===== src/rtl/ivc_pkg.sv =====
package ivc_pkg;
  typedef enum logic [2:0] {
    FLD_LOWER  = 3'd0,
    FLD_UPPER  = 3'd1,
    FLD_MASK   = 3'd2,
    FLD_PRIO   = 3'd3,
    FLD_BUBBLE = 3'd4,
    FLD_ADAPT  = 3'd5
  } cfg_field_e;
endpackage


===== src/rtl/ivc_cfg_bank.sv =====
module ivc_cfg_bank
  import ivc_pkg::*;
#(
  parameter int ADDR_W = 4,
  parameter int CH     = 8,
  parameter int NUM_IN = 5,
  parameter int CH_W   = 3,
  parameter int CFG_W  = 8
)(
  input  logic              clk,
  input  logic              rst,
  input  logic              we,
  input  logic [CH_W-1:0]   chan,
  input  logic [2:0]        field,
  input  logic [CFG_W-1:0]  data,
  output logic [ADDR_W-1:0] lower_o [CH],
  output logic [ADDR_W-1:0] upper_o [CH],
  output logic [ADDR_W-1:0] mask_o  [CH],
  output logic [CH-1:0]     prio_o  [CH],
  output logic [NUM_IN-1:0] bub_o   [CH],
  output logic [CH-1:0]     adapt_o
);
  logic [ADDR_W-1:0] lower_q [CH];
  logic [ADDR_W-1:0] upper_q [CH];
  logic [ADDR_W-1:0] mask_q  [CH];
  logic [CH-1:0]     prio_q  [CH];
  logic [NUM_IN-1:0] bub_q   [CH];
  logic [CH-1:0]     adapt_q;

  always_ff @(posedge clk) begin
    if (rst) begin
      for (int i = 0; i < CH; i++) begin
        lower_q[i] <= '0;
        upper_q[i] <= '0;
        mask_q[i]  <= '0;
        prio_q[i]  <= '0;
        bub_q[i]   <= '0;
      end
      adapt_q <= '0;
    end else if (we && (int'(chan) < CH)) begin
      case (field)
        FLD_LOWER:  lower_q[chan] <= data[ADDR_W-1:0];
        FLD_UPPER:  upper_q[chan] <= data[ADDR_W-1:0];
        FLD_MASK:   mask_q[chan]  <= data[ADDR_W-1:0];
        FLD_PRIO:   prio_q[chan]  <= data[CH-1:0];
        FLD_BUBBLE: bub_q[chan]   <= data[NUM_IN-1:0];
        FLD_ADAPT:  adapt_q[chan] <= data[0];
        default: ;
      endcase
    end
  end

  assign lower_o = lower_q;
  assign upper_o = upper_q;
  assign mask_o  = mask_q;
  assign prio_o  = prio_q;
  assign bub_o   = bub_q;
  assign adapt_o = adapt_q;

  AST_CFG_LOWER_WRITE: assert property (@(posedge clk) disable iff (rst)
    (we && field == FLD_LOWER && int'(chan) < CH) |=> lower_q[$past(chan)] == $past(data[ADDR_W-1:0]));
  AST_CFG_UPPER_WRITE: assert property (@(posedge clk) disable iff (rst)
    (we && field == FLD_UPPER && int'(chan) < CH) |=> upper_q[$past(chan)] == $past(data[ADDR_W-1:0]));
  AST_CFG_IDLE_STABLE: assert property (@(posedge clk) disable iff (rst)
    !we |=> $stable(adapt_q));
endmodule


===== src/rtl/ivc_lane_match.sv =====
module ivc_lane_match #(
  parameter int ADDR_W = 4
)(
  input  logic [ADDR_W-1:0] dest,
  input  logic [ADDR_W-1:0] lower,
  input  logic [ADDR_W-1:0] upper,
  input  logic [ADDR_W-1:0] mask,
  output logic              allowed
);
  logic [ADDR_W-1:0] masked;
  logic              ge_lo, le_hi, wraps;

  assign masked  = dest & mask;
  assign ge_lo   = (masked >= lower);
  assign le_hi   = (masked <= upper);
  assign wraps   = (upper < lower);
  assign allowed = wraps ? (ge_lo | le_hi) : (ge_lo & le_hi);
endmodule


===== src/rtl/ivc_select.sv =====
module ivc_select #(
  parameter int CH   = 8,
  parameter int CH_W = 3
)(
  input  logic [CH-1:0]   route,
  input  logic [CH-1:0]   adapt,
  output logic            any,
  output logic [CH-1:0]   onehot,
  output logic [CH_W-1:0] idx
);
  logic            a_hit, e_hit;
  logic [CH_W-1:0] a_idx, e_idx;

  always_comb begin
    a_hit = 1'b0;
    e_hit = 1'b0;
    a_idx = '0;
    e_idx = '0;
    for (int i = CH - 1; i >= 0; i--) begin
      if (route[i] && adapt[i]) begin
        a_hit = 1'b1;
        a_idx = CH_W'(i);
      end
      if (route[i] && !adapt[i]) begin
        e_hit = 1'b1;
        e_idx = CH_W'(i);
      end
    end
  end

  assign any    = a_hit | e_hit;
  assign idx    = a_hit ? a_idx : e_idx;
  assign onehot = any ? (CH'(1) << idx) : '0;
endmodule


===== src/rtl/ivc_router.sv =====
module ivc_router
  import ivc_pkg::*;
#(
  parameter int ADDR_W    = 4,
  parameter int NUM_PORTS = 4,
  parameter int NUM_VC    = 2,
  parameter int NUM_IN    = 5,
  localparam int CH    = NUM_PORTS * NUM_VC,
  localparam int CH_W  = (CH > 1) ? $clog2(CH) : 1,
  localparam int IN_W  = (NUM_IN > 1) ? $clog2(NUM_IN) : 1,
  localparam int CFG_W = (CH > ADDR_W) ? ((CH > NUM_IN) ? CH : NUM_IN)
                                       : ((ADDR_W > NUM_IN) ? ADDR_W : NUM_IN)
)(
  input  logic              clk,
  input  logic              rst,
  input  logic              cfg_we,
  input  logic [CH_W-1:0]   cfg_chan,
  input  logic [2:0]        cfg_field,
  input  logic [CFG_W-1:0]  cfg_data,
  input  logic              req_valid,
  input  logic [ADDR_W-1:0] req_dest,
  input  logic [IN_W-1:0]   req_inport,
  input  logic [CH-1:0]     free_one,
  input  logic [CH-1:0]     free_two,
  output logic              route_valid,
  output logic [CH-1:0]     route_vec,
  output logic              grant_valid,
  output logic [CH-1:0]     grant_vec,
  output logic [CH_W-1:0]   grant_idx
);
  logic [ADDR_W-1:0] lower [CH];
  logic [ADDR_W-1:0] upper [CH];
  logic [ADDR_W-1:0] mask  [CH];
  logic [CH-1:0]     prio  [CH];
  logic [NUM_IN-1:0] bub   [CH];
  logic [CH-1:0]     adapt;

  logic [CH-1:0]     allowed, prio_ok, space_ok, route_c;
  logic              sel_any;
  logic [CH-1:0]     sel_vec;
  logic [CH_W-1:0]   sel_idx;

  ivc_cfg_bank #(
    .ADDR_W(ADDR_W), .CH(CH), .NUM_IN(NUM_IN), .CH_W(CH_W), .CFG_W(CFG_W)
  ) u_cfg (
    .clk(clk), .rst(rst), .we(cfg_we), .chan(cfg_chan), .field(cfg_field),
    .data(cfg_data), .lower_o(lower), .upper_o(upper), .mask_o(mask),
    .prio_o(prio), .bub_o(bub), .adapt_o(adapt)
  );

  for (genvar g = 0; g < CH; g++) begin : g_lane
    logic need_one;
    ivc_lane_match #(.ADDR_W(ADDR_W)) u_match (
      .dest(req_dest), .lower(lower[g]), .upper(upper[g]),
      .mask(mask[g]), .allowed(allowed[g])
    );
    assign need_one    = (int'(req_inport) < NUM_IN) ? bub[g][req_inport] : 1'b0;
    assign prio_ok[g]  = ~|(prio[g] & allowed);
    assign space_ok[g] = need_one ? free_one[g] : free_two[g];
    assign route_c[g]  = allowed[g] & prio_ok[g] & space_ok[g];
  end

  ivc_select #(.CH(CH), .CH_W(CH_W)) u_sel (
    .route(route_c), .adapt(adapt), .any(sel_any), .onehot(sel_vec), .idx(sel_idx)
  );

  always_ff @(posedge clk) begin
    if (rst) begin
      route_valid <= 1'b0;
      route_vec   <= '0;
      grant_valid <= 1'b0;
      grant_vec   <= '0;
      grant_idx   <= '0;
    end else begin
      route_valid <= req_valid;
      route_vec   <= req_valid ? route_c : '0;
      grant_valid <= req_valid & sel_any;
      grant_vec   <= req_valid ? sel_vec : '0;
      grant_idx   <= req_valid ? sel_idx : '0;
    end
  end

  AST_REQ_TO_RESULT: assert property (@(posedge clk) disable iff (rst)
    req_valid |=> route_valid);
  AST_IDLE_ZERO: assert property (@(posedge clk) disable iff (rst)
    !route_valid |-> (route_vec == '0 && !grant_valid && grant_vec == '0));
  AST_GRANT_ONEHOT: assert property (@(posedge clk) disable iff (rst)
    $onehot0(grant_vec) && (grant_valid == (grant_vec != '0)));
  AST_GRANT_IN_ROUTE: assert property (@(posedge clk) disable iff (rst)
    grant_valid |-> ((grant_vec & route_vec) == grant_vec));
  AST_EMPTY_NO_GRANT: assert property (@(posedge clk) disable iff (rst)
    (route_valid && route_vec == '0) |-> !grant_valid);
  AST_ROUTE_HAS_SPACE: assert property (@(posedge clk) disable iff (rst)
    route_valid |-> ((route_vec & ~($past(free_one) | $past(free_two))) == '0));
endmodule


===== config.mk =====
export PLATFORM = sky130hd
export DESIGN_NAME = ivc_router
export DESIGN_NICKNAME = d
export VERILOG_FILES = /design/src/rtl/ivc_pkg.sv /design/src/rtl/ivc_cfg_bank.sv /design/src/rtl/ivc_lane_match.sv /design/src/rtl/ivc_select.sv /design/src/rtl/ivc_router.sv
export SDC_FILE = /design/constraint.sdc
export NUM_CORES = 1
export LEC_CHECK = 0
export BUFFER_PORTS_ARGS = -buffer_cell sky130_fd_sc_hd__buf_2
export CORE_UTILIZATION = 55
export DETAILED_ROUTE_END_ITERATION = 8
export PLACE_DENSITY = 0.82
export SLEW_MARGIN = 5
export SYNTH_ARGS = -nofsm -noshare
export SYNTH_HDL_FRONTEND = slang
export SYNTH_HIERARCHICAL = 1
export SYNTH_SLANG_ARGS = --single-unit

===== constraint.sdc =====
create_clock -name clk -period 4.95 [get_ports clk]
set_input_delay 1.2375 -clock clk [delete_from_list [all_inputs] [get_ports clk]]
set_output_delay 1.2375 -clock clk [all_outputs]
set_load 0.02 [all_outputs]

==> key figures <==
Timing
  – Worst Skew: 14.82 ps
  – Tcrit/Tclk final: 93.48%
  – Max Freq: 216.1 MHz
  – Minimum clock period: 4627 ps
  – Fin. max-slew vios: 0
  – Slew at the pin closest to its max-slew limit: 1215 ps
  – RSZ-0062 raised after global routing: false
  – Final Setup Violations: 0
  – Slew Limit Headroom: 18.98%
  – Final hold vios: 0
  – WHS: 474.1 ps
  – Fin worst setup slack: 322.9 ps

Setup path
  – Crit Reg-Reg Endpoint: grant_vec[2]$_SDFF_PP0_
  – CP Data Required Time: 5420 ps
  – Crit Path Max Fanout: 8
  – R2R depth: 17
  – Worst setup SP type: input pin
  – Worst setup EP type: flop
  – Crit Reg-Reg Startpoint: u_cfg/mask_o[1]$_SDFFE_PP0P_
  – R2R setup slack: 970 ps
  – Critical path arrival: 5090 ps
  – Setup CP Type: in2reg
  – CP Launch Point: req_dest[1]

Power
  – Leakage: 6.570 nW
  – Power per cell area: 288.6 mW/mm^2
  – Max VDD drop: 0.0003040 V

Placed design
  – Post-DP HPWL: 19870 um
  – DP Cell Count: 1583
  – DP Worst Slack: -166.3 ps
  – GP Congestion: 0.8811
  – Placed cell area: 0.01312 mm^2
  – IO buf count: 61

Finish
  – Final core occ: 63.12%
  – Layout cells sized above 1: 15.07%
  – Final net count: 1443
  – Final instance area: 0.01394 mm^2
  – Non-filler cells, final: 1627
  – Layout area overhead: 11.42%
  – FILL cells: 1772
  – N_diodes: 0

Yosys
  – Async set-reset flop share out of synthesis: 0%
  – Syn_area_per_cell: 9.763 um^2
  – Fraction of the mapped netlist area in adder cells: 7.838%
  – Mux contribution to synthesized area: 18.40%
  – EDFF count, synth: 0
  – Sequential share of the synthesized area: 36.63%
  – Synthesized-area fraction occupied by and/or/nand/nor cells: 23.44%
  – Post-Syn Area: 0.01252 mm^2
  – Xor/xnor cell area share of the yosys netlist: 0.06998%
  – Largest family of logic cells by synthesized area: simple AND/OR/NAND/NOR gates
  – Synth Instances: 1282
  – Warnings from Yosys: 6
  – Syn_nets: 1395
  – #FFs+latches synth: 229
  – Prevailing post-synth register cell: dfxtp_1
  – Count of cell types in the netlist: 68
  – Synth Area in Compound Gates: 9.117%

GRT
  – Global-route wire length before repair: 48420 um
  – GRT Overall Usage: 25.45%
  – Number of antenna violations at the first check in global routing: 0
  – Number of global-route vias before repair: 9502
  – Overflow after GRT: 0
  – Largest net degree at the start of global routing: 122

Clock network
  – Count of hold-fix buffers inserted at cts: 0
  – Count of cells resized by post-cts repair: 0
  – TritonCTS Sinks: 229
  – Buffer count from post-CTS setup fixing: 0
  – Clock buffer count from CTS: 25
  – Clk root buf: clkbuf_16
  – Max Buffers Root-to-Sink: 3
  – CTS clock-pin slew for the worst setup and hold paths: 60 ps
  – H-tree depth: 1
  – Clk_lat worst skew: 530 ps
  – TritonCTS clock tree: done

Route
  – Detailed router's first-iteration violation count: 625
  – DRC Markers: 0
  – WL per Instance: 18.24 um
  – First-pass DRT Iterations: 5
  – ANT nets after route: 0
  – Final wirelength: 29680 um
  – Via density: 5.768
  – Vias: 9385

Hold path
  – Worst Hold Path EP: u_cfg/mask_o[25]$_SDFFE_PP0P_
  – Hold Path Origin: u_cfg/mask_o[25]$_SDFFE_PP0P_
  – WHS Path Cells: 2
  – Hold Crit Class: reg2reg

Floorplanning
  – Die footprint: 0.02336 mm^2
  – Core footprint: 0.02209 mm^2
  – Die Wd: 152.9 um
  – Num ports: 62
  – Num rows: 54
  – Die H: 152.9 um
  – Initial core utilization: 56.65%

Flow run
  – Max-cap viol count: 0

Run status
  – Status: completed
[through the flow]
stage | power (mW) | TNS, ps
after floorplan | 2.089 | 0
after global placement | 2.184 | -4.491
after detailed placement | 2.188 | -921.6
after CTS | 4.054 | 0
after global routing | 4.151 | 0
final | 4.024 | 0
[state kept, by name, indices dropped and copies added (netlist names)]
name,count
u_cfg/prio_o,64
u_cfg/bub_o,40
u_cfg/lower_o,32
u_cfg/mask_o,32
u_cfg/upper_o,32
grant_vec,8
route_vec,8
u_cfg/adapt_o,8
grant_idx,3
grant_valid,1
route_valid,1
[placed cells by master, fill, tap and decap left out, drive strengths merged, types with 3 or more instances in the layout]
cell type,n
a2111oi,8
a211oi,17
a21bo,4
a21oi,20
a221oi,5
a22o,6
a22oi,18
and2,32
and3,9
and3b,3
and4b,5
buf,94
clkbuf,40
dfxtp,229
ha,72
inv,58
maj3,8
mux2i,229
nand2,74
nand2b,228
nand3,14
nand4,9
nor2,34
nor2b,25
nor3,16
nor3b,13
nor4bb,3
o2111ai,8
o21ai,4
o221a,16
o22a,3
o22ai,4
o31ai,8
or3,8
[synthesized netlist by cell type, types with 4 or more instances]
| cell type | n | area share, % |
|---|---|---|
| a211oi_2 | 5 | 0.50 |
| ha_1 | 72 | 7.2 |
| maj3_1 | 8 | 0.64 |
| nand2_2 | 15 | 0.75 |
| nand4_1 | 9 | 0.45 |
| clkbuf_2 | 4 | 0.16 |
| nor2_1 | 34 | 1.0 |
| o31ai_2 | 8 | 0.80 |
| o221a_1 | 8 | 0.72 |
| and4b_1 | 5 | 0.40 |
| nand2_1 | 59 | 1.8 |
| a21bo_1 | 4 | 0.32 |
| nand3_1 | 14 | 0.56 |
| o22ai_1 | 4 | 0.20 |
| a22o_1 | 6 | 0.42 |
| and3_4 | 8 | 0.72 |
| o221a_2 | 8 | 0.72 |
| and2_1 | 32 | 1.6 |
| inv_1 | 56 | 1.7 |
| a2111oi_0 | 8 | 0.56 |
| clkbuf_1 | 41 | 1.2 |
| a211oi_1 | 12 | 0.72 |
| buf_1 | 6 | 0.18 |
| nor3b_1 | 9 | 0.54 |
| a21oi_1 | 20 | 0.80 |
| nand2b_1 | 228 | 11 |
| nor3_1 | 12 | 0.48 |
| mux2i_1 | 229 | 18 |
| a22oi_1 | 14 | 0.84 |
| dfxtp_1 | 229 | 37 |
| a22oi_2 | 4 | 0.40 |
| or3_1 | 8 | 0.40 |
| buf_2 | 14 | 0.56 |
| buf_6 | 6 | 0.54 |
| nor3_2 | 4 | 0.32 |
| o2111ai_1 | 8 | 0.56 |
| nor2b_1 | 25 | 1.2 |
[metal layers]
layer  wire (um)  part of all wire (%)  track usage [%]
met5           0                     0                0
met4         895                   3.0            8.706
met3        1420                   4.8            3.516
met2       14250                    48            44.26
met1       13120                    44            32.26
[cell families (layout without fill, tap and decap cells)]
family | after synthesis | after routing
adder cells (fa/ha/maj) | 80 | 80
AND/OR/NAND/NOR | 482 | 482
XOR/XNOR | 1 | 1
multiplexers | 230 | 230
buffers and inverters | 130 | 195
AO/OA/AOI/OAI | 130 | 130
flip-flops | 229 | 229
[worst max path at each step]
stage,endpoint,slack [ps],cells after the start
finish,grant_vec[2]$_SDFF_PP0_,320,18
global route,grant_vec[5]$_SDFF_PP0_,60,17
CTS,grant_vec[2]$_SDFF_PP0_,370,19
detailed placement,grant_vec[3]$_SDFF_PP0_,-170,17
global placement,grant_vec[4]$_SDFF_PP0_,-2,19
floorplan,grant_vec[6]$_SDFF_PP0_,340,18
[report_power, final]
part	internal, mW	total, mW	switching, mW
sequential	1.86	1.86	0.00608
clock	1.14	1.87	0.734
combinational	0.115	0.290	0.176
total	3.11	4.02	0.915
[critical path, cell delays in order]
cell and delay, ps:
buf_2 170, and2_1 210, ha_1 320, nor2b_1 140
o221a_1 220, o31ai_2 70, maj3_1 490, buf_4 220
a22oi_1 250, nand4_1 230, a21oi_1 300, a22oi_2 130
and4_4 210, xnor2_1 140, o221ai_2 300, inv_2 110
nor3_2 190, and2_1 150
[layout make-up]
| cell class | count | area, um^2 | share of cell area (%) |
|---|---|---|---|
| inverters | 57 | 214.0 | 1.534 |
| repair buffers | 94 | 568.0 | 4.074 |
| flip-flops and latches | 229 | 4584 | 32.88 |
| clock buffers | 40 | 752.0 | 5.393 |
| clock inverters | 4 | 76.32 | 0.5473 |
| well taps | 280 | 350.3 | 2.512 |
| multi-input cells | 923 | 7400 | 53.06 |
No activity file was read; power rests on OpenSTA's default activity.
